File: config.mk
export PLATFORM = sky130hd
export DESIGN_NAME = mcu_apb_bridge
export DESIGN_NICKNAME = d
export VERILOG_FILES = /design/src/rtl/mab_pkg.sv /design/src/rtl/mab_window_decode.sv /design/src/rtl/mab_resp_mux.sv /design/src/rtl/mab_xfer_ctrl.sv /design/src/rtl/mcu_apb_bridge.sv
export SDC_FILE = /design/constraint.sdc
export NUM_CORES = 1
export LEC_CHECK = 0
export ABC_CLOCK_PERIOD_IN_PS = 2500
export BUFFER_PORTS_ARGS = -buffer_cell sky130_fd_sc_hd__clkbuf_2
export CELL_PAD_IN_SITES_DETAIL_PLACEMENT = 1
export CELL_PAD_IN_SITES_GLOBAL_PLACEMENT = 2
export CORE_ASPECT_RATIO = 0.9
export CORE_MARGIN = 4
export CORE_UTILIZATION = 18
export DETAILED_ROUTE_END_ITERATION = 8
export GPL_TIMING_DRIVEN = 0
export PLACE_DENSITY = 0.87
export SYNTH_ARGS = -nofsm -noshare
export SYNTH_HDL_FRONTEND = slang
export SYNTH_SLANG_ARGS = --single-unit
File: constraint.sdc
create_clock -name clk -period 2.5 [get_ports clk]
set_clock_uncertainty 0.1 [all_clocks]
set_input_delay 0.625 -clock clk [delete_from_list [all_inputs] [get_ports clk]]
set_output_delay 0.625 -clock clk [all_outputs]
set_load 0.05 [all_outputs]
File: src/rtl/mab_pkg.sv
// Shared types for the data-space to APB3 bridge.
package mab_pkg;
    // Phase of the peripheral transfer sequencer.
    typedef enum logic [1:0] {
        PH_IDLE   = 2'd0,
        PH_SETUP  = 2'd1,
        PH_ACCESS = 2'd2
    } phase_t;
endpackage

File: src/rtl/mab_window_decode.sv
// Address window decoder.
// Splits a controller address into a window hit flag, a slave slot index
// and an offset within the slot. Assumes the window is the topmost block
// of the data space whose upper bits are all ones.
module mab_window_decode #(
    parameter int ADDR_W  = 16,
    parameter int OFFS_W  = 8,
    parameter int SLOT_W  = 4
) (
    input  logic [ADDR_W-1:0] addr,
    output logic              hit,
    output logic [SLOT_W-1:0] slot,
    output logic [OFFS_W-1:0] offs
);
    localparam int TOP_W = ADDR_W - OFFS_W - SLOT_W;

    // Decode the three address fields.
    always_comb begin
        hit  = &addr[ADDR_W-1 -: TOP_W];
        slot = addr[OFFS_W +: SLOT_W];
        offs = addr[OFFS_W-1:0];
    end
endmodule

File: src/rtl/mab_resp_mux.sv
// Slave response selector.
// Picks ready, read data and error of the slave whose index is given.
// Assumes an index beyond the fitted slave count reads as a ready slave
// with zero data and no error, so a stray access cannot hang the master.
module mab_resp_mux #(
    parameter int NUM_SLV = 16,
    parameter int DATA_W  = 8,
    parameter int SLOT_W  = 4
) (
    input  logic [SLOT_W-1:0]          sel_idx,
    input  logic [NUM_SLV*DATA_W-1:0]  prdata_all,
    input  logic [NUM_SLV-1:0]         pready_all,
    input  logic [NUM_SLV-1:0]         pslverr_all,
    output logic [DATA_W-1:0]          prdata_sel,
    output logic                       pready_sel,
    output logic                       pslverr_sel
);
    // Select the addressed slave's response lines.
    always_comb begin
        prdata_sel  = '0;
        pready_sel  = 1'b1;
        pslverr_sel = 1'b0;
        for (int s = 0; s < NUM_SLV; s++) begin
            if (int'(sel_idx) == s) begin
                prdata_sel  = prdata_all[s*DATA_W +: DATA_W];
                pready_sel  = pready_all[s];
                pslverr_sel = pslverr_all[s];
            end
        end
    end
endmodule

File: src/rtl/mab_xfer_ctrl.sv
// APB3 transfer sequencer.
// Runs idle -> setup -> access (repeated until ready) for one peripheral
// request, registers address, direction, data and slot at the start,
// raises the stall toward the master and keeps a sticky error flag.
// Assumes the master holds address, strobe and data while stalled.
module mab_xfer_ctrl
    import mab_pkg::*;
#(
    parameter int NUM_SLV = 16,
    parameter int DATA_W  = 8,
    parameter int OFFS_W  = 8,
    parameter int SLOT_W  = 4
) (
    input  logic               clk,
    input  logic               rst_n,
    input  logic               req,
    input  logic               req_wr,
    input  logic [SLOT_W-1:0]  req_slot,
    input  logic [OFFS_W-1:0]  req_offs,
    input  logic [DATA_W-1:0]  req_wdata,
    input  logic               pready_sel,
    input  logic               pslverr_sel,
    output logic [SLOT_W-1:0]  slot_q,
    output logic [OFFS_W-1:0]  paddr,
    output logic [NUM_SLV-1:0] psel,
    output logic               penable,
    output logic               pwrite,
    output logic [DATA_W-1:0]  pwdata,
    output logic               stall,
    output logic               done,
    output logic               err_flag
);
    phase_t phase_q, phase_d;

    // Next-phase logic of the transfer sequence.
    always_comb begin
        phase_d = phase_q;
        case (phase_q)
            PH_IDLE:   if (req) phase_d = PH_SETUP;
            PH_SETUP:  phase_d = PH_ACCESS;
            PH_ACCESS: if (pready_sel) phase_d = PH_IDLE;
            default:   phase_d = PH_IDLE;
        endcase
    end

    // Phase register.
    always_ff @(posedge clk) begin
        if (!rst_n) phase_q <= PH_IDLE;
        else        phase_q <= phase_d;
    end

    // Capture the request fields when a transfer starts.
    always_ff @(posedge clk) begin
        if (!rst_n) begin
            slot_q <= '0;
            paddr  <= '0;
            pwrite <= 1'b0;
            pwdata <= '0;
        end else if (phase_q == PH_IDLE && req) begin
            slot_q <= req_slot;
            paddr  <= req_offs;
            pwrite <= req_wr;
            pwdata <= req_wdata;
        end
    end

    // Completion, enable and stall toward the master.
    always_comb begin
        done    = (phase_q == PH_ACCESS) && pready_sel;
        penable = (phase_q == PH_ACCESS);
        stall   = req && !done;
    end

    // One select line per slave slot.
    for (genvar g = 0; g < NUM_SLV; g++) begin : g_sel
        assign psel[g] = (phase_q != PH_IDLE) && (int'(slot_q) == g);
    end

    // Sticky error capture on a completing transfer.
    always_ff @(posedge clk) begin
        if (!rst_n)                    err_flag <= 1'b0;
        else if (done && pslverr_sel)  err_flag <= 1'b1;
    end

    a_r4_setup_then_access: assert property (@(posedge clk) disable iff (!rst_n)
        (|psel && !penable) |=> (penable && |psel));
    a_r4_enable_needs_sel: assert property (@(posedge clk) disable iff (!rst_n)
        penable |-> |psel);
    a_r3_sel_onehot: assert property (@(posedge clk) disable iff (!rst_n)
        $onehot0(psel));
    a_r7_hold_in_wait: assert property (@(posedge clk) disable iff (!rst_n)
        (penable && !pready_sel) |=> ($stable(paddr) && $stable(psel) && $stable(pwrite) && $stable(pwdata)));
    a_r5_stall_while_wait: assert property (@(posedge clk) disable iff (!rst_n)
        (penable && !pready_sel && req) |-> stall);
    a_r9_release_after_done: assert property (@(posedge clk) disable iff (!rst_n)
        done |=> !penable);
    a_r8_err_sticky: assert property (@(posedge clk) disable iff (!rst_n)
        err_flag |=> err_flag);
endmodule

File: src/rtl/mcu_apb_bridge.sv
// Data-space to APB3 bridge (top).
// Routes controller accesses in the top window of the data space to an
// APB3 fabric of up to NUM_SLV slaves and all others to the memory port.
// Assumes one master that holds its strobe, address and data while stalled.
module mcu_apb_bridge #(
    parameter int ADDR_W  = 16,
    parameter int DATA_W  = 8,
    parameter int OFFS_W  = 8,
    parameter int NUM_SLV = 16
) (
    input  logic                       clk,
    input  logic                       rst_n,
    input  logic [ADDR_W-1:0]          host_addr,
    input  logic                       host_rd,
    input  logic                       host_wr,
    input  logic [DATA_W-1:0]          host_wdata,
    output logic [DATA_W-1:0]          host_rdata,
    output logic                       host_stall,
    output logic [ADDR_W-1:0]          mem_addr,
    output logic                       mem_rd,
    output logic                       mem_wr,
    output logic [DATA_W-1:0]          mem_wdata,
    input  logic [DATA_W-1:0]          mem_rdata,
    output logic [OFFS_W-1:0]          apb_paddr,
    output logic [NUM_SLV-1:0]         apb_psel,
    output logic                       apb_penable,
    output logic                       apb_pwrite,
    output logic [DATA_W-1:0]          apb_pwdata,
    input  logic [NUM_SLV*DATA_W-1:0]  apb_prdata,
    input  logic [NUM_SLV-1:0]         apb_pready,
    input  logic [NUM_SLV-1:0]         apb_pslverr,
    output logic                       bus_err
);
    localparam int SLOT_W = (NUM_SLV > 1) ? $clog2(NUM_SLV) : 1;

    logic              win_hit;
    logic [SLOT_W-1:0] win_slot;
    logic [OFFS_W-1:0] win_offs;
    logic [SLOT_W-1:0] cur_slot;
    logic [DATA_W-1:0] sel_rdata;
    logic              sel_ready;
    logic              sel_err;
    logic              apb_req;
    logic              xfer_done;

    mab_window_decode #(
        .ADDR_W (ADDR_W),
        .OFFS_W (OFFS_W),
        .SLOT_W (SLOT_W)
    ) decode_i (
        .addr (host_addr),
        .hit  (win_hit),
        .slot (win_slot),
        .offs (win_offs)
    );

    // A peripheral request is any strobe inside the window.
    always_comb apb_req = (host_rd || host_wr) && win_hit;

    mab_resp_mux #(
        .NUM_SLV (NUM_SLV),
        .DATA_W  (DATA_W),
        .SLOT_W  (SLOT_W)
    ) resp_i (
        .sel_idx     (cur_slot),
        .prdata_all  (apb_prdata),
        .pready_all  (apb_pready),
        .pslverr_all (apb_pslverr),
        .prdata_sel  (sel_rdata),
        .pready_sel  (sel_ready),
        .pslverr_sel (sel_err)
    );

    mab_xfer_ctrl #(
        .NUM_SLV (NUM_SLV),
        .DATA_W  (DATA_W),
        .OFFS_W  (OFFS_W),
        .SLOT_W  (SLOT_W)
    ) ctrl_i (
        .clk         (clk),
        .rst_n       (rst_n),
        .req         (apb_req),
        .req_wr      (host_wr),
        .req_slot    (win_slot),
        .req_offs    (win_offs),
        .req_wdata   (host_wdata),
        .pready_sel  (sel_ready),
        .pslverr_sel (sel_err),
        .slot_q      (cur_slot),
        .paddr       (apb_paddr),
        .psel        (apb_psel),
        .penable     (apb_penable),
        .pwrite      (apb_pwrite),
        .pwdata      (apb_pwdata),
        .stall       (host_stall),
        .done        (xfer_done),
        .err_flag    (bus_err)
    );

    // Memory pass-through for addresses outside the window.
    always_comb begin
        mem_addr  = host_addr;
        mem_wdata = host_wdata;
        mem_rd    = host_rd && !win_hit;
        mem_wr    = host_wr && !win_hit;
    end

    // Return data: slave byte inside the window, memory byte elsewhere.
    always_comb host_rdata = win_hit ? sel_rdata : mem_rdata;

    a_r2_no_sel_outside: assert property (@(posedge clk) disable iff (!rst_n)
        ((host_rd || host_wr) && !win_hit) |-> (apb_psel == '0 && !host_stall));
    a_r10_mem_quiet_in_window: assert property (@(posedge clk) disable iff (!rst_n)
        (|apb_psel) |-> (!mem_rd && !mem_wr));
    a_r5_done_releases: assert property (@(posedge clk) disable iff (!rst_n)
        xfer_done |-> !host_stall);
endmodule

==> results of run 1 <==
## cell type report
type | instances | area share [%]
Tap cell | 207 | 4.44
Buffer | 56 | 9.28
Clock buffer | 3 | 1.29
Multi-Input combinational cell | 318 | 44.8
Sequential cell | 24 | 8.34
Clock inverter | 1 | 0.514
Inverter | 8 | 0.622
Timing Repair Buffer | 294 | 30.7
Antenna cell | 1 | 0.0429
## cells by family (layout without fill, tap and decap cells)
family                 count (synthesis)  count (layout)  share of synthesized area, %
AND/OR/NAND/NOR                      146             146                          22.1
AO/OA/AOI/OAI                        138             138                          32.5
buffers and inverters                 67             362                          13.5
multiplexers                          34              34                          15.5
flip-flops                            24              24                          16.4
other                                  0               1                             0
## power groups by stage
stage / registers [W] / clock network [W] / logic, W
2_1_floorplan: 0.000418 / 0 / 0.000298
3_3_place_gp: 0.000401 / 0 / 0.000562
3_5_place_dp: 0.000401 / 0 / 0.000569
4_1_cts: 0.000392 / 0.000476 / 0.000644
5_1_grt: 0.000393 / 0.000491 / 0.000725
6_report: 0.000392 / 0.000458 / 0.000686
## cell usage in the layout (no fill, tap or decap), drive strengths merged, types with 3 or more instances in the layout
cell type  count
a31oi          8
clkbuf       263
o22ai         11
o221ai        12
mux2          10
buf           90
o32ai          4
o31ai          4
dfxtp         24
nor2b          6
o21ai         34
a211oi         5
mux4           7
mux2i         17
a221oi         6
and2           3
nor2          29
nand2         70
nor4           3
nand3         10
nor3          10
a21oi         12
nand2b         6
a21boi        21
inv            7
## Yosys cell counts (3+ instances only)
cell type,count
sky130_fd_sc_hd__mux4_1,4
sky130_fd_sc_hd__nor3_1,10
sky130_fd_sc_hd__nor4_1,3
sky130_fd_sc_hd__nand2b_1,6
sky130_fd_sc_hd__dfxtp_1,24
sky130_fd_sc_hd__a221oi_1,6
sky130_fd_sc_hd__buf_4,28
sky130_fd_sc_hd__nand3_1,10
sky130_fd_sc_hd__a21oi_1,12
sky130_fd_sc_hd__o32ai_1,3
sky130_fd_sc_hd__o21ai_0,32
sky130_fd_sc_hd__mux2i_1,17
sky130_fd_sc_hd__o22ai_1,11
sky130_fd_sc_hd__and2_1,3
sky130_fd_sc_hd__o221ai_1,12
sky130_fd_sc_hd__inv_1,7
sky130_fd_sc_hd__o31ai_1,4
sky130_fd_sc_hd__nor2b_1,6
sky130_fd_sc_hd__nand2_1,69
sky130_fd_sc_hd__clkbuf_1,11
sky130_fd_sc_hd__mux4_2,3
sky130_fd_sc_hd__nor2_1,29
sky130_fd_sc_hd__a31oi_1,8
sky130_fd_sc_hd__a211oi_1,5
sky130_fd_sc_hd__buf_2,18
sky130_fd_sc_hd__mux2_2,10
sky130_fd_sc_hd__a21boi_0,21
## through the flow
stage | setup TNS, ps | instances | util (%) | hold WS, ps
2_1_floorplan | -931 | 409 | - | 506
3_3_place_gp | -6740 | 881 | 28.6 | 350
3_5_place_dp | -7040 | 881 | 28.6 | 359
4_1_cts | -3940 | 902 | 34.1 | 368
5_1_grt | -4600 | 911 | 36.3 | 388
6_report | -3740 | 912 | 36.3 | 363
## critical path: cells and delay by family, from the launching register on
| family | cells | cell delay (ps) |
|---|---|---|
| AOI/OAI and AO/OA | 3 | 570 |
| buffers and inverters | 3 | 460 |
| DFF | 1 | 330 |
| muxes | 1 | 360 |
| and+or+nand+nor | 1 | 180 |
## per-layer routing
| layer | track usage, % | share of wire (%) | up-vias |
|---|---|---|---|
| li1 | - | - | 2091 |
| met4 | 4.70 | 2.1 | 0 |
| met1 | 22.6 | 38 | 2147 |
| met2 | 35.8 | 51 | 203 |
| met5 | 0 | 0 | - |
| met3 | 5.13 | 9.3 | 26 |
## worst max path at each step
stage,start,endpoint,slack [ps],cells after the start
floorplan,ctrl_i.slot_q[0],apb_psel[0],-200,6
global placement,ctrl_i.slot_q[1],host_rdata[6],-720,8
detailed placement,ctrl_i.slot_q[1],host_rdata[6],-720,8
CTS,ctrl_i.slot_q[0],host_rdata[1],-370,7
global route,ctrl_i.slot_q[2],host_stall,-450,10
finish,ctrl_i.slot_q[1],host_rdata[6],-400,8
## registers in the layout, summed over array words and instances (netlist names)
| register | flops |
|---|---|
| ctrl_i.pwrite | 1 |
| ctrl_i.slot_q | 4 |
| ctrl_i.paddr | 8 |
| ctrl_i.phase_q | 2 |
| ctrl_i.pwdata | 8 |
| ctrl_i.err_flag | 1 |
## repair_timing
action | 4_1_cts | 5_1_grt
buffers inserted | 17 | 7
setup endpoints to repair | 27 | 29
cloned | 2 | 3
resized for setup | 155 | 78
pin swaps | 24 | 27
hold buffers | 0 | 0
endpoints found under the hold margin | 0 | 0
==> impl_metrics.prom, run 1 <==
# TYPE chip_impl_metric gauge
chip_impl_metric{name="f_max",unit="MHz"} 344
chip_impl_metric{name="p_switching",unit="W"} 0.000520
chip_impl_metric{name="count_of_fill_cells_added_during_filler_insertion",unit=""} 1979
chip_impl_metric{name="drt-total-wl",unit="mm"} 20.0
chip_impl_metric{name="clockBufferDepth",unit=""} 2
chip_impl_metric{name="fin_crit_sh",unit="%"} 116
chip_impl_metric{name="report.final.slew_viol_count",unit=""} 0
chip_impl_metric{name="power.density",unit="nW/um^2"} 263
chip_impl_metric{name="vias_in_the_first_global_route",unit=""} 4671
chip_impl_metric{name="gp_congestion",unit=""} 0.830
chip_impl_metric{name="gr-usage-all-layers",unit="%"} 19.5
chip_impl_metric{name="final_cell_area",unit="um^2"} 5840
chip_impl_info{name="r2r_end",value="ctrl_i.err_flag"} 1
chip_impl_metric{name="drive_gt1_share",unit="%"} 65.1
chip_impl_metric{name="netlist-cell-type-count",unit=""} 54
chip_impl_metric{name="vias_per_cell",unit=""} 4.90
chip_impl_metric{name="multiInputGateArea",unit="um^2"} 2610
chip_impl_metric{name="grt_antenna_before_repair",unit=""} 0
chip_impl_info{name="post-synth-top-area-cell",value="sky130_fd_sc_hd__dfxtp_1"} 1
chip_impl_metric{name="cts.sink_count",unit=""} 24
chip_impl_metric{name="cts_max_level",unit=""} 1
chip_impl_metric{name="final.min_clock_period",unit="ps"} 2900
chip_impl_metric{name="cts_made_buffers",unit=""} 3
chip_impl_info{name="run_status",value="finished with violations"} 1
chip_impl_metric{name="initialDrtViolationCount",unit=""} 160
chip_impl_metric{name="postSynthRegisterBits",unit=""} 24
chip_impl_metric{name="synth_edf_count",unit=""} 0
chip_impl_metric{name="worst-slew-pin-transition",unit="ps"} 593
chip_impl_info{name="timing.hold.worst_endpoint",value="ctrl_i.pwdata[0]"} 1
chip_impl_metric{name="detail_route.drc_violations",unit=""} 0
chip_impl_metric{name="wire_length_of_the_first_global_routing_pass",unit="mm"} 27.5
chip_impl_metric{name="internal_power",unit="W"} 0.00102
chip_impl_metric{name="synth-async-reset-ratio",unit="%"} 0
chip_impl_metric{name="layout-area-overhead-vs-synth",unit="%"} 98.7
chip_impl_metric{name="syn-instance-count",unit=""} 409
chip_impl_metric{name="worst_slew_margin_rel",unit="%"} 60.0
chip_impl_metric{name="max_cap_viol_count",unit=""} 0
chip_impl_info{name="r2r_start",value="ctrl_i.slot_q[0]"} 1
chip_impl_metric{name="mappedNetlistNets",unit=""} 605
chip_impl_info{name="rsz0062_at_grt",value="yes"} 1
chip_impl_info{name="primary_flip_flop_cell_chosen_by_synthesis_mapping",value="sky130_fd_sc_hd__dfxtp_1"} 1
chip_impl_metric{name="placementRows",unit=""} 44
chip_impl_metric{name="hold_viol_final",unit=""} 0
chip_impl_metric{name="reg2reg_slack",unit="ps"} 370
chip_impl_info{name="timing_worst_setup_path_type",value="reg -> out"} 1
chip_impl_metric{name="yosys_warnings",unit=""} 0
chip_impl_metric{name="hold_depth",unit=""} 2
chip_impl_metric{name="worst_setup_hold_path_clk_slew",unit="ps"} 60
chip_impl_metric{name="dpl_worst_slack",unit="ps"} -725
chip_impl_info{name="hp-class",value="reg -> reg"} 1
chip_impl_metric{name="post_drt_wl_per_cell",unit="um"} 21.9
chip_impl_metric{name="grt_start_max_net_pins",unit=""} 15
chip_impl_metric{name="timing.critical_path.fanout_max",unit=""} 5
chip_impl_metric{name="starting_density_of_the_core",unit="%"} 18.3
chip_impl_metric{name="critPathRequiredTime",unit="ps"} 1770
chip_impl_metric{name="power_leakage",unit="nW"} 2.60
chip_impl_metric{name="combPwrFrac",unit="%"} 44.6
chip_impl_metric{name="design.core.area",unit="um^2"} 16100
chip_impl_metric{name="globalRouteOverflowTotal",unit=""} 0
chip_impl_metric{name="synth_area_per_cell",unit="um^2"} 7.18
chip_impl_metric{name="final.setup.worst_slack",unit="ps"} -404
chip_impl_info{name="slowest_stage",value="sky130_fd_sc_hd__mux2_2"} 1
chip_impl_info{name="cts_tree",value="built"} 1
chip_impl_metric{name="sequential_cell_area",unit="um^2"} 487
chip_impl_metric{name="synth_top_cell_area_share",unit="%"} 16.4
chip_impl_metric{name="crit_arrival",unit="ps"} 2180
chip_impl_metric{name="place.port_buffers",unit=""} 265
chip_impl_info{name="hold_path_startpoint",value="ctrl_i.pwdata[0]"} 1
chip_impl_info{name="timing.critical_path.cells",value="buf_6 > buf_12 > mux2_2 > o221ai_1 > nand3_1 > a31oi_4 > o31ai_4 > clkbuf_8"} 1
chip_impl_info{name="violations",value="setup timing"} 1
chip_impl_metric{name="power.sequential.fraction",unit="%"} 25.5
chip_impl_metric{name="worstRegToRegCells",unit=""} 9
chip_impl_metric{name="drt.antenna.violating_nets",unit=""} 0
chip_impl_info{name="cts_root_buffer_type",value="sky130_fd_sc_hd__clkbuf_16"} 1
chip_impl_info{name="start_kind",value="flip-flop"} 1
chip_impl_metric{name="part_of_the_power_in_the_clock_network",unit="%"} 29.8
chip_impl_metric{name="fp.dieW",unit="um"} 143
chip_impl_info{name="netlist_top_cells_area",value="sky130_fd_sc_hd__dfxtp_1 16%, sky130_fd_sc_hd__nand2_1 8.8%, sky130_fd_sc_hd__buf_4 7.2%"} 1
chip_impl_metric{name="design_power_total",unit="W"} 0.00154
chip_impl_info{name="capturing_element_type_of_the_critical_path",value="primary output"} 1
chip_impl_metric{name="dp.final_hpwl",unit="mm"} 15.2
chip_impl_metric{name="cpPeakStageDelay",unit="ps"} 360
chip_impl_metric{name="count_of_endpoints_failing_setup_in_the_final_report",unit=""} 13
chip_impl_metric{name="nets",unit=""} 901
chip_impl_metric{name="worstSkewPairLatency",unit="ps"} 260
chip_impl_metric{name="vias",unit=""} 4467
chip_impl_metric{name="design.portCount",unit=""} 266
chip_impl_metric{name="vdd_drop_max",unit="uV"} 349
chip_impl_metric{name="dpl-instance-area",unit="um^2"} 4600
chip_impl_metric{name="die-area",unit="um^2"} 18400
chip_impl_metric{name="drt-pass1-iter-count",unit=""} 4
chip_impl_metric{name="height_of_the_die",unit="um"} 129
chip_impl_metric{name="mappedNetlistArea",unit="um^2"} 2940
chip_impl_metric{name="seq_area_frac_synth",unit="%"} 16.4
chip_impl_metric{name="power.switching_fraction",unit="%"} 33.8
No activity file was read; power rests on OpenSTA's default activity.
==> run 2: changes to the inputs <==
Settings changed: CORE_MARGIN 4 to default.
==> impl_metrics.prom, run 2 (synthesized netlist as in run 1, its figures left out) <==
# TYPE chip_impl_metric gauge
chip_impl_metric{name="die-area",unit="um^2"} 16800
chip_impl_metric{name="grt_start_max_net_pins",unit=""} 15
chip_impl_metric{name="gr-usage-met3",unit="%"} 3.57
chip_impl_info{name="capturing_element_type_of_the_critical_path",value="primary output"} 1
chip_impl_metric{name="vias_in_the_first_global_route",unit=""} 4541
chip_impl_metric{name="gp_congestion",unit=""} 0.822
chip_impl_metric{name="f_max",unit="MHz"} 341
chip_impl_metric{name="initialDrtViolationCount",unit=""} 150
chip_impl_metric{name="count_of_fill_cells_added_during_filler_insertion",unit=""} 1956
chip_impl_metric{name="drt-total-wl",unit="mm"} 19.0
chip_impl_metric{name="detail_route.drc_violations",unit=""} 0
chip_impl_info{name="cts_tree",value="built"} 1
chip_impl_metric{name="clockBufferDepth",unit=""} 2
chip_impl_metric{name="vias",unit=""} 4456
chip_impl_metric{name="gr-usage-all-layers",unit="%"} 20.9
chip_impl_metric{name="final.min_clock_period",unit="ps"} 2940
chip_impl_info{name="path_common_cell",value="sky130_fd_sc_hd__buf_12"} 1
chip_impl_metric{name="placementRows",unit=""} 43
chip_impl_metric{name="critPathRequiredTime",unit="ps"} 1770
chip_impl_info{name="rsz0062_at_grt",value="yes"} 1
chip_impl_metric{name="power.density",unit="nW/um^2"} 262
chip_impl_metric{name="fp.dieW",unit="um"} 137
chip_impl_info{name="timing_worst_setup_path_type",value="reg -> out"} 1
chip_impl_metric{name="nets",unit=""} 901
chip_impl_metric{name="p_switching",unit="W"} 0.000515
chip_impl_metric{name="crit_arrival",unit="ps"} 2210
chip_impl_metric{name="count_of_endpoints_failing_setup_in_the_final_report",unit=""} 13
chip_impl_info{name="final_cell_mix",value="241 x sky130_fd_sc_hd__clkbuf_2, 62 x sky130_fd_sc_hd__nand2_1, 44 x sky130_fd_sc_hd__buf_4, 21 x sky130_fd_sc_hd__a21boi_0, 21 x sky130_fd_sc_hd__dfxtp_1"} 1
chip_impl_metric{name="power.switching_fraction",unit="%"} 33.7
chip_impl_metric{name="worst_setup_hold_path_clk_slew",unit="ps"} 70
chip_impl_info{name="r2r_end",value="ctrl_i.err_flag"} 1
chip_impl_metric{name="cpPeakStageDelay",unit="ps"} 340
chip_impl_metric{name="cts_made_buffers",unit=""} 3
chip_impl_metric{name="height_of_the_die",unit="um"} 123
chip_impl_info{name="violations",value="setup timing"} 1
chip_impl_metric{name="grt.met2_usage",unit="%"} 37.7
chip_impl_metric{name="worstRegToRegCells",unit=""} 8
chip_impl_metric{name="globalRouteOverflowTotal",unit=""} 0
chip_impl_metric{name="max_cap_viol_count",unit=""} 0
chip_impl_info{name="timing.hold.worst_endpoint",value="ctrl_i.paddr[2]"} 1
chip_impl_metric{name="part_of_the_power_in_the_clock_network",unit="%"} 30.2
chip_impl_metric{name="dp.cells",unit=""} 876
chip_impl_metric{name="timing.critical_path.fanout_max",unit=""} 10
chip_impl_metric{name="reg2reg_slack",unit="ps"} 440
chip_impl_metric{name="design.portCount",unit=""} 266
chip_impl_metric{name="cts.sink_count",unit=""} 24
chip_impl_info{name="hold_path_startpoint",value="ctrl_i.paddr[2]"} 1
chip_impl_metric{name="drive_gt1_share",unit="%"} 63.1
chip_impl_metric{name="internal_power",unit="W"} 0.00101
chip_impl_metric{name="drt.antenna.violating_nets",unit=""} 0
chip_impl_metric{name="vias_per_cell",unit=""} 4.92
chip_impl_metric{name="final_cell_count_no_fill",unit=""} 906
chip_impl_metric{name="worst-slew-pin-transition",unit="ps"} 831
chip_impl_metric{name="combPwrFrac",unit="%"} 44.1
chip_impl_info{name="grt.busiest_layer",value="met2"} 1
chip_impl_metric{name="wire_length_of_the_first_global_routing_pass",unit="mm"} 26.0
chip_impl_metric{name="post_drt_wl_per_cell",unit="um"} 21.0
chip_impl_info{name="biggestRegsByFlops",value="ctrl_i.paddr (8), ctrl_i.pwdata (8), ctrl_i.slot_q (4)"} 1
chip_impl_metric{name="critical_path_cell_count",unit=""} 9
chip_impl_metric{name="power.sequential.fraction",unit="%"} 25.7
chip_impl_metric{name="vdd_drop_max",unit="uV"} 208
chip_impl_metric{name="dpl_worst_slack",unit="ps"} -754
chip_impl_metric{name="hold_depth",unit=""} 2
chip_impl_metric{name="final.setup.worst_slack",unit="ps"} -436
chip_impl_metric{name="critical_path.n_buffers_inverters",unit=""} 5
chip_impl_metric{name="grt_antenna_before_repair",unit=""} 0
chip_impl_metric{name="globalRouteMet1Util",unit="%"} 24.6
chip_impl_metric{name="worstSkewPairLatency",unit="ps"} 260
chip_impl_metric{name="hold-worst-slack",unit="ps"} 368
chip_impl_info{name="timing.critical_path.cells",value="buf_8 > buf_12 > buf_12 > buf_12 > nor3_1 > a211oi_2 > a211oi_4 > o21ai_2 > buf_8"} 1
chip_impl_info{name="start_kind",value="flip-flop"} 1
chip_impl_metric{name="place.port_buffers",unit=""} 265
chip_impl_metric{name="num_antenna_cells",unit=""} 0
chip_impl_metric{name="design_power_total",unit="W"} 0.00153
chip_impl_info{name="cell_family_with_the_largest_share_of_critical_path_delay",value="buffers and inverters"} 1
chip_impl_metric{name="power_leakage",unit="nW"} 2.60
chip_impl_metric{name="starting_density_of_the_core",unit="%"} 18.8
chip_impl_info{name="hp-class",value="reg -> reg"} 1
chip_impl_metric{name="design.core.area",unit="um^2"} 15700
chip_impl_info{name="layout.cells.most_common",value="sky130_fd_sc_hd__clkbuf_2"} 1
chip_impl_info{name="r2r_start",value="ctrl_i.slot_q[0]"} 1
chip_impl_metric{name="cts_max_level",unit=""} 1
chip_impl_metric{name="drt-pass1-iter-count",unit=""} 4
chip_impl_info{name="run_status",value="finished with violations"} 1
chip_impl_metric{name="fin_crit_sh",unit="%"} 117
chip_impl_metric{name="holdBufCountCts",unit=""} 0
chip_impl_info{name="cts_root_buffer_type",value="sky130_fd_sc_hd__clkbuf_16"} 1
chip_impl_metric{name="layout-area-overhead-vs-synth",unit="%"} 98.8
chip_impl_metric{name="dp.final_hpwl",unit="mm"} 14.5
chip_impl_metric{name="report.final.slew_viol_count",unit=""} 0
chip_impl_info{name="slowest_stage",value="sky130_fd_sc_hd__dfxtp_2"} 1
chip_impl_metric{name="worst_slew_margin_rel",unit="%"} 44.4
chip_impl_metric{name="hold_viol_final",unit=""} 0
[run 2: cell count changes in the layout (fill, tap and decap cells not counted), moves of 3 or more]
cell | previous run | this run
sky130_fd_sc_hd__buf_12 | 8 | 12
sky130_fd_sc_hd__mux2i_1 | 11 | 14
sky130_fd_sc_hd__buf_6 | 12 | 8
sky130_fd_sc_hd__o21ai_0 | 21 | 18
sky130_fd_sc_hd__mux2i_2 | 5 | 1
sky130_fd_sc_hd__clkbuf_16 | 5 | 8
sky130_fd_sc_hd__nor2b_1 | 1 | 4
sky130_fd_sc_hd__buf_4 | 48 | 44
sky130_fd_sc_hd__o21ai_2 | 8 | 5
sky130_fd_sc_hd__o21ai_1 | 4 | 9
[run 2: layout make-up]
class / count / area [um^2] / area share, %
buffer: 57 / 593 / 10.2
clock buffer: 3 / 75.1 / 1.29
clock inverter: 1 / 30.0 / 0.514
inverter: 8 / 40.0 / 0.685
multi-input combinational: 318 / 2520 / 43.1
sequential: 24 / 487 / 8.33
tap: 202 / 253 / 4.33
timing repair buffer: 293 / 1850 / 31.6
[run 2: how the worst max path moves through the flow]
stage	start	endpoint	slack, ps
after floorplan	ctrl_i.slot_q[0]	apb_psel[0]	-200
after global placement	ctrl_i.slot_q[1]	host_rdata[6]	-720
after detailed placement	ctrl_i.slot_q[1]	host_rdata[6]	-750
after CTS	ctrl_i.slot_q[1]	host_stall	-370
after global routing	ctrl_i.slot_q[1]	host_stall	-490
final	ctrl_i.slot_q[1]	host_rdata[0]	-440
[run 2: per-layer routing]
layer / vias up / share of wire, %
li1: 2085 / -
met2: 229 / 50
met1: 2111 / 39
met4: 0 / 2.6
met3: 31 / 8.4
met5: - / 0
[run 2: power by group through the flow]
stage | logic, W | registers, W | clock network (W)
floorplan | 0.000298 | 0.000418 | 0
global placement | 0.000561 | 0.000401 | 0
detailed placement | 0.000564 | 0.000401 | 0
CTS | 0.000624 | 0.000392 | 0.000474
global route | 0.000716 | 0.000393 | 0.000493
finish | 0.000674 | 0.000392 | 0.000462
[run 2: through the flow]
stage | utilization [%] | area [um^2] | setup TNS, ps
floorplan | - | 3020 | -931
global placement | 29.4 | 4600 | -8070
detailed placement | 29.4 | 4600 | -7710
CTS | 34.4 | 5380 | -3720
global route | 37.3 | 5840 | -4740
finish | 37.3 | 5840 | -3420
[run 2: worst min-delay path: cells and delay by family (launching register included)]
kind / cells / cell delay (ps)
DFF: 1 / 310
and+or+nand+nor: 1 / 50
AOI/OAI and AO/OA: 1 / 60
[run 2: timing repair]
action,CTS,global route
buffers inserted,13,7
gates resized for setup,135,94
endpoints found under the setup margin,27,31
gates cloned,3,5
pin swaps,14,27
==> run 3: changes to the inputs <==
Settings changed: ABC_AREA from default to 1, CORE_UTILIZATION 18 to 14, PLACE_DENSITY 0.87 to 0.83.
==> impl_metrics.prom, run 3 <==
# TYPE chip_impl_metric gauge
chip_impl_info{name="netlist_top_cells_area",value="sky130_fd_sc_hd__dfxtp_1 19%, sky130_fd_sc_hd__nand2_1 18%, sky130_fd_sc_hd__nor2_1 11%"} 1
chip_impl_metric{name="worst_setup_hold_path_clk_slew",unit="ps"} 70
chip_impl_metric{name="report.final.slew_viol_count",unit=""} 0
chip_impl_info{name="grt.busiest_layer",value="met2"} 1
chip_impl_metric{name="worstRegToRegCells",unit=""} 16
chip_impl_metric{name="timing.critical_path.fanout_max",unit=""} 9
chip_impl_metric{name="mappedNetlistNets",unit=""} 669
chip_impl_metric{name="height_of_the_die",unit="um"} 130
chip_impl_metric{name="worst_slew_margin_rel",unit="%"} 65.5
chip_impl_info{name="hp-class",value="reg -> reg"} 1
chip_impl_info{name="capturing_element_type_of_the_critical_path",value="primary output"} 1
chip_impl_metric{name="drt-total-wl",unit="mm"} 15.0
chip_impl_info{name="rsz0062_at_grt",value="yes"} 1
chip_impl_metric{name="layout-area-overhead-vs-synth",unit="%"} 90.1
chip_impl_info{name="r2r_end",value="ctrl_i.err_flag"} 1
chip_impl_metric{name="synth_edf_count",unit=""} 0
chip_impl_metric{name="grt_antenna_before_repair",unit=""} 0
chip_impl_metric{name="synth-async-reset-ratio",unit="%"} 0
chip_impl_metric{name="final.setup.worst_slack",unit="ps"} -600
chip_impl_metric{name="count_of_endpoints_failing_setup_in_the_final_report",unit=""} 9
chip_impl_metric{name="place.port_buffers",unit=""} 265
chip_impl_metric{name="muxShareOfSynthArea",unit="%"} 0
chip_impl_info{name="start_kind",value="flip-flop"} 1
chip_impl_metric{name="fin_crit_sh",unit="%"} 124
chip_impl_metric{name="critical_path.n_buffers_inverters",unit=""} 3
chip_impl_metric{name="cts.sink_count",unit=""} 24
chip_impl_metric{name="dp.cells",unit=""} 978
chip_impl_info{name="cell_family_with_the_largest_share_of_critical_path_delay",value="simple AND/OR/NAND/NOR gates"} 1
chip_impl_metric{name="final_cell_count_no_fill",unit=""} 1005
chip_impl_info{name="post_synth_most_frequent_cells",value="123 x sky130_fd_sc_hd__nand2_1, 73 x sky130_fd_sc_hd__nor2_1, 49 x sky130_fd_sc_hd__inv_1, 43 x sky130_fd_sc_hd__a21oi_1, 30 x sky130_fd_sc_hd__nand4_1"} 1
chip_impl_metric{name="die-area",unit="um^2"} 18800
chip_impl_metric{name="f_max",unit="MHz"} 323
chip_impl_metric{name="synth_top_cell_area_share",unit="%"} 18.8
chip_impl_metric{name="design.core.area",unit="um^2"} 17700
chip_impl_metric{name="power.density",unit="nW/um^2"} 315
chip_impl_info{name="primary_flip_flop_cell_chosen_by_synthesis_mapping",value="sky130_fd_sc_hd__dfxtp_1"} 1
chip_impl_metric{name="final.min_clock_period",unit="ps"} 3100
chip_impl_info{name="timing.critical_path.cells",value="nor2_4 > buf_6 > buf_4 > nand3_2 > nand3_2 > a21oi_2 > nand4_1 > o21ai_1 > nand4_1 > nor2_4 > nand4_1 > nor2_1 > nor2_2 > buf_6"} 1
chip_impl_metric{name="clockBufferDepth",unit=""} 2
chip_impl_metric{name="globalRouteOverflowTotal",unit=""} 0
chip_impl_metric{name="cts_max_level",unit=""} 1
chip_impl_info{name="layout.cells.most_common",value="sky130_fd_sc_hd__clkbuf_2"} 1
chip_impl_metric{name="max_cap_viol_count",unit=""} 0
chip_impl_metric{name="dp.final_hpwl",unit="mm"} 12.4
chip_impl_info{name="path_common_cell",value="sky130_fd_sc_hd__nand4_1"} 1
chip_impl_info{name="r2r_start",value="ctrl_i.slot_q[3]"} 1
chip_impl_info{name="cts_tree",value="built"} 1
chip_impl_metric{name="design.portCount",unit=""} 266
chip_impl_info{name="run_status",value="finished with violations"} 1
chip_impl_metric{name="cts_made_buffers",unit=""} 3
chip_impl_metric{name="netlist-cell-type-count",unit=""} 24
chip_impl_metric{name="gr-usage-all-layers",unit="%"} 14.7
chip_impl_info{name="critical_path.endpoint",value="host_rdata[6]"} 1
chip_impl_metric{name="vias_in_the_first_global_route",unit=""} 4038
chip_impl_metric{name="vdd_drop_max",unit="uV"} 187
chip_impl_metric{name="num_antenna_cells",unit=""} 0
chip_impl_metric{name="syn-instance-count",unit=""} 473
chip_impl_metric{name="yosys_warnings",unit=""} 0
chip_impl_metric{name="grt.met2_usage",unit="%"} 27.6
chip_impl_metric{name="vias_per_cell",unit=""} 4.06
chip_impl_metric{name="synth_compound_area_share",unit="%"} 14.4
chip_impl_metric{name="post_synth_fa_ha_maj_area_fraction",unit="%"} 0
chip_impl_info{name="timing_worst_setup_path_type",value="reg -> out"} 1
chip_impl_info{name="violations",value="setup timing"} 1
chip_impl_metric{name="gr-usage-met3",unit="%"} 2.64
chip_impl_metric{name="hold_viol_final",unit=""} 0
chip_impl_metric{name="final_util",unit="%"} 27.4
chip_impl_metric{name="power_leakage",unit="nW"} 2.45
chip_impl_metric{name="detail_route.drc_violations",unit=""} 0
chip_impl_info{name="combinational_family_with_the_most_area_after_synthesis",value="simple AND/OR/NAND/NOR gates"} 1
chip_impl_info{name="biggestRegsByFlops",value="ctrl_i.paddr (8), ctrl_i.pwdata (8), ctrl_i.slot_q (4)"} 1
chip_impl_metric{name="initialDrtViolationCount",unit=""} 93
chip_impl_info{name="slowest_stage",value="sky130_fd_sc_hd__dfxtp_4"} 1
chip_impl_info{name="startpoint",value="ctrl_i.slot_q[0]"} 1
chip_impl_info{name="yosys.cell_count.top_type",value="sky130_fd_sc_hd__nand2_1"} 1
chip_impl_metric{name="drive_gt1_share",unit="%"} 52.5
chip_impl_info{name="cts_root_buffer_type",value="sky130_fd_sc_hd__clkbuf_16"} 1
chip_impl_metric{name="postSynthRegisterBits",unit=""} 24
chip_impl_info{name="final_cell_mix",value="252 x sky130_fd_sc_hd__clkbuf_2, 117 x sky130_fd_sc_hd__nand2_1, 59 x sky130_fd_sc_hd__nor2_1, 45 x sky130_fd_sc_hd__inv_1, 44 x sky130_fd_sc_hd__buf_4"} 1
chip_impl_metric{name="mappedNetlistArea",unit="um^2"} 2550
chip_impl_metric{name="starting_density_of_the_core",unit="%"} 14.4
chip_impl_metric{name="cpPeakStageDelay",unit="ps"} 410
chip_impl_metric{name="drt.antenna.violating_nets",unit=""} 0
chip_impl_metric{name="grt_start_max_net_pins",unit=""} 15
chip_impl_metric{name="vias",unit=""} 4083
chip_impl_metric{name="globalRouteMet1Util",unit="%"} 17.9
chip_impl_metric{name="wire_length_of_the_first_global_routing_pass",unit="mm"} 21.1
chip_impl_metric{name="crit_arrival",unit="ps"} 2380
chip_impl_metric{name="fp.dieW",unit="um"} 144
chip_impl_metric{name="post_drt_wl_per_cell",unit="um"} 14.9
chip_impl_metric{name="reg2reg_slack",unit="ps"} 270
chip_impl_metric{name="critPathRequiredTime",unit="ps"} 1770
chip_impl_metric{name="critical_path_cell_count",unit=""} 14
chip_impl_metric{name="seq_area_frac_synth",unit="%"} 18.8
chip_impl_metric{name="worstSkewPairLatency",unit="ps"} 260
chip_impl_metric{name="placementRows",unit=""} 46
chip_impl_metric{name="worst-slew-pin-transition",unit="ps"} 517
chip_impl_metric{name="gp_congestion",unit=""} 0.754
chip_impl_metric{name="synth_area_per_cell",unit="um^2"} 5.40
chip_impl_metric{name="synth_xor_area_share",unit="%"} 0
chip_impl_metric{name="holdBufCountCts",unit=""} 0
chip_impl_info{name="post-synth-top-area-cell",value="sky130_fd_sc_hd__dfxtp_1"} 1
chip_impl_metric{name="drt-pass1-iter-count",unit=""} 4
chip_impl_metric{name="design_power_total",unit="W"} 0.00153
chip_impl_metric{name="nets",unit=""} 962
chip_impl_metric{name="synth-simple-area-share",unit="%"} 48.7
[run 3: changes by cell type in the layout (fill, tap and decap cells not counted), moves of 9 or more]
cell,previous run,this run
sky130_fd_sc_hd__nand4_1,2,30
sky130_fd_sc_hd__nand3_1,5,17
sky130_fd_sc_hd__a21boi_0,21,0
sky130_fd_sc_hd__nand2_1,62,117
sky130_fd_sc_hd__inv_1,4,45
sky130_fd_sc_hd__clkbuf_2,241,252
sky130_fd_sc_hd__mux2i_1,14,0
sky130_fd_sc_hd__buf_8,16,1
sky130_fd_sc_hd__a21oi_1,11,35
sky130_fd_sc_hd__buf_12,12,1
sky130_fd_sc_hd__nor2_1,18,59
sky130_fd_sc_hd__inv_2,1,10
[run 3: how the worst min path moves through the flow]
stage | start | end | slack (ps) | cells past startpoint
after detailed placement | ctrl_i.pwdata[2] | ctrl_i.pwdata[2] | 340 | 2
after global placement | ctrl_i.pwdata[3] | ctrl_i.pwdata[3] | 330 | 2
after global routing | ctrl_i.pwdata[5] | ctrl_i.pwdata[5] | 370 | 2
final | ctrl_i.pwdata[2] | ctrl_i.pwdata[2] | 350 | 2
after floorplan | ctrl_i.phase_q[0] | ctrl_i.phase_q[1] | 360 | 2
after CTS | ctrl_i.pwdata[2] | ctrl_i.pwdata[2] | 350 | 2
[run 3: final cells by class]
type / count / area, um^2
Tap cell: 240 / 300
Buffer: 36 / 250
Clock inverter: 1 / 30.0
Timing Repair Buffer: 288 / 1610
Clock buffer: 3 / 75.1
Inverter: 62 / 251
Fill cell: 2351 / 12900
Multi-Input combinational cell: 351 / 1840
Sequential cell: 24 / 495
[run 3: repair_timing]
action | in CTS | in global routing
pin swaps | 20 | 39
setup endpoints to repair | 22 | 22
buffers inserted | 24 | 7
resized for setup | 68 | 58
[run 3: metal layers]
| layer | part of all wire (%) | vias to the layer above |
|---|---|---|
| met3 | 8.3 | 6 |
| met4 | 0.51 | 0 |
| li1 | - | 2081 |
| met2 | 49 | 160 |
| met5 | 0 | - |
| met1 | 42 | 1836 |
[run 3: cell families (layout without fill, tap and decap cells)]
logic type | Yosys count | in the layout
AO/OA/AOI/OAI | 73 | 73
buffers and inverters | 98 | 390
flip-flops | 24 | 24
AND/OR/NAND/NOR | 278 | 278
[run 3: report_power, final]
part           leakage [nW]  internal (W)  switching, W
logic                  2.21      0.000276      0.000391
clock network        0.0511      0.000318      0.000144
registers             0.198      0.000390    0.00000937
[run 3: metrics by stage]
stage	worst slack (ps)	hold slack [ps]	TNS (ps)	instance area, um^2
4_1_cts	-694	351	-6020	4710
3_5_place_dp	-802	341	-6600	4190
2_1_floorplan	37.7	356	0	2560
6_report	-600	347	-4420	4850
3_3_place_gp	-781	331	-7080	4190
5_1_grt	-815	370	-6020	4850
[run 3: worst register-to-register path, cell delays in order (launching register included)]
cell and delay, ps:
sky130_fd_sc_hd__dfxtp_4 380, sky130_fd_sc_hd__inv_4 50, sky130_fd_sc_hd__nand2_4 90, sky130_fd_sc_hd__buf_12 110, sky130_fd_sc_hd__nor2_4 40, sky130_fd_sc_hd__inv_2 70, sky130_fd_sc_hd__or2_1 100, sky130_fd_sc_hd__nand4_1 140
sky130_fd_sc_hd__nand2_1 110, sky130_fd_sc_hd__nand4_1 100, sky130_fd_sc_hd__nor2_2 180, sky130_fd_sc_hd__nand4_1 170, sky130_fd_sc_hd__nand2_1 120, sky130_fd_sc_hd__buf_4 110, sky130_fd_sc_hd__buf_4 90, sky130_fd_sc_hd__nand3_2 70
sky130_fd_sc_hd__a21oi_2 130
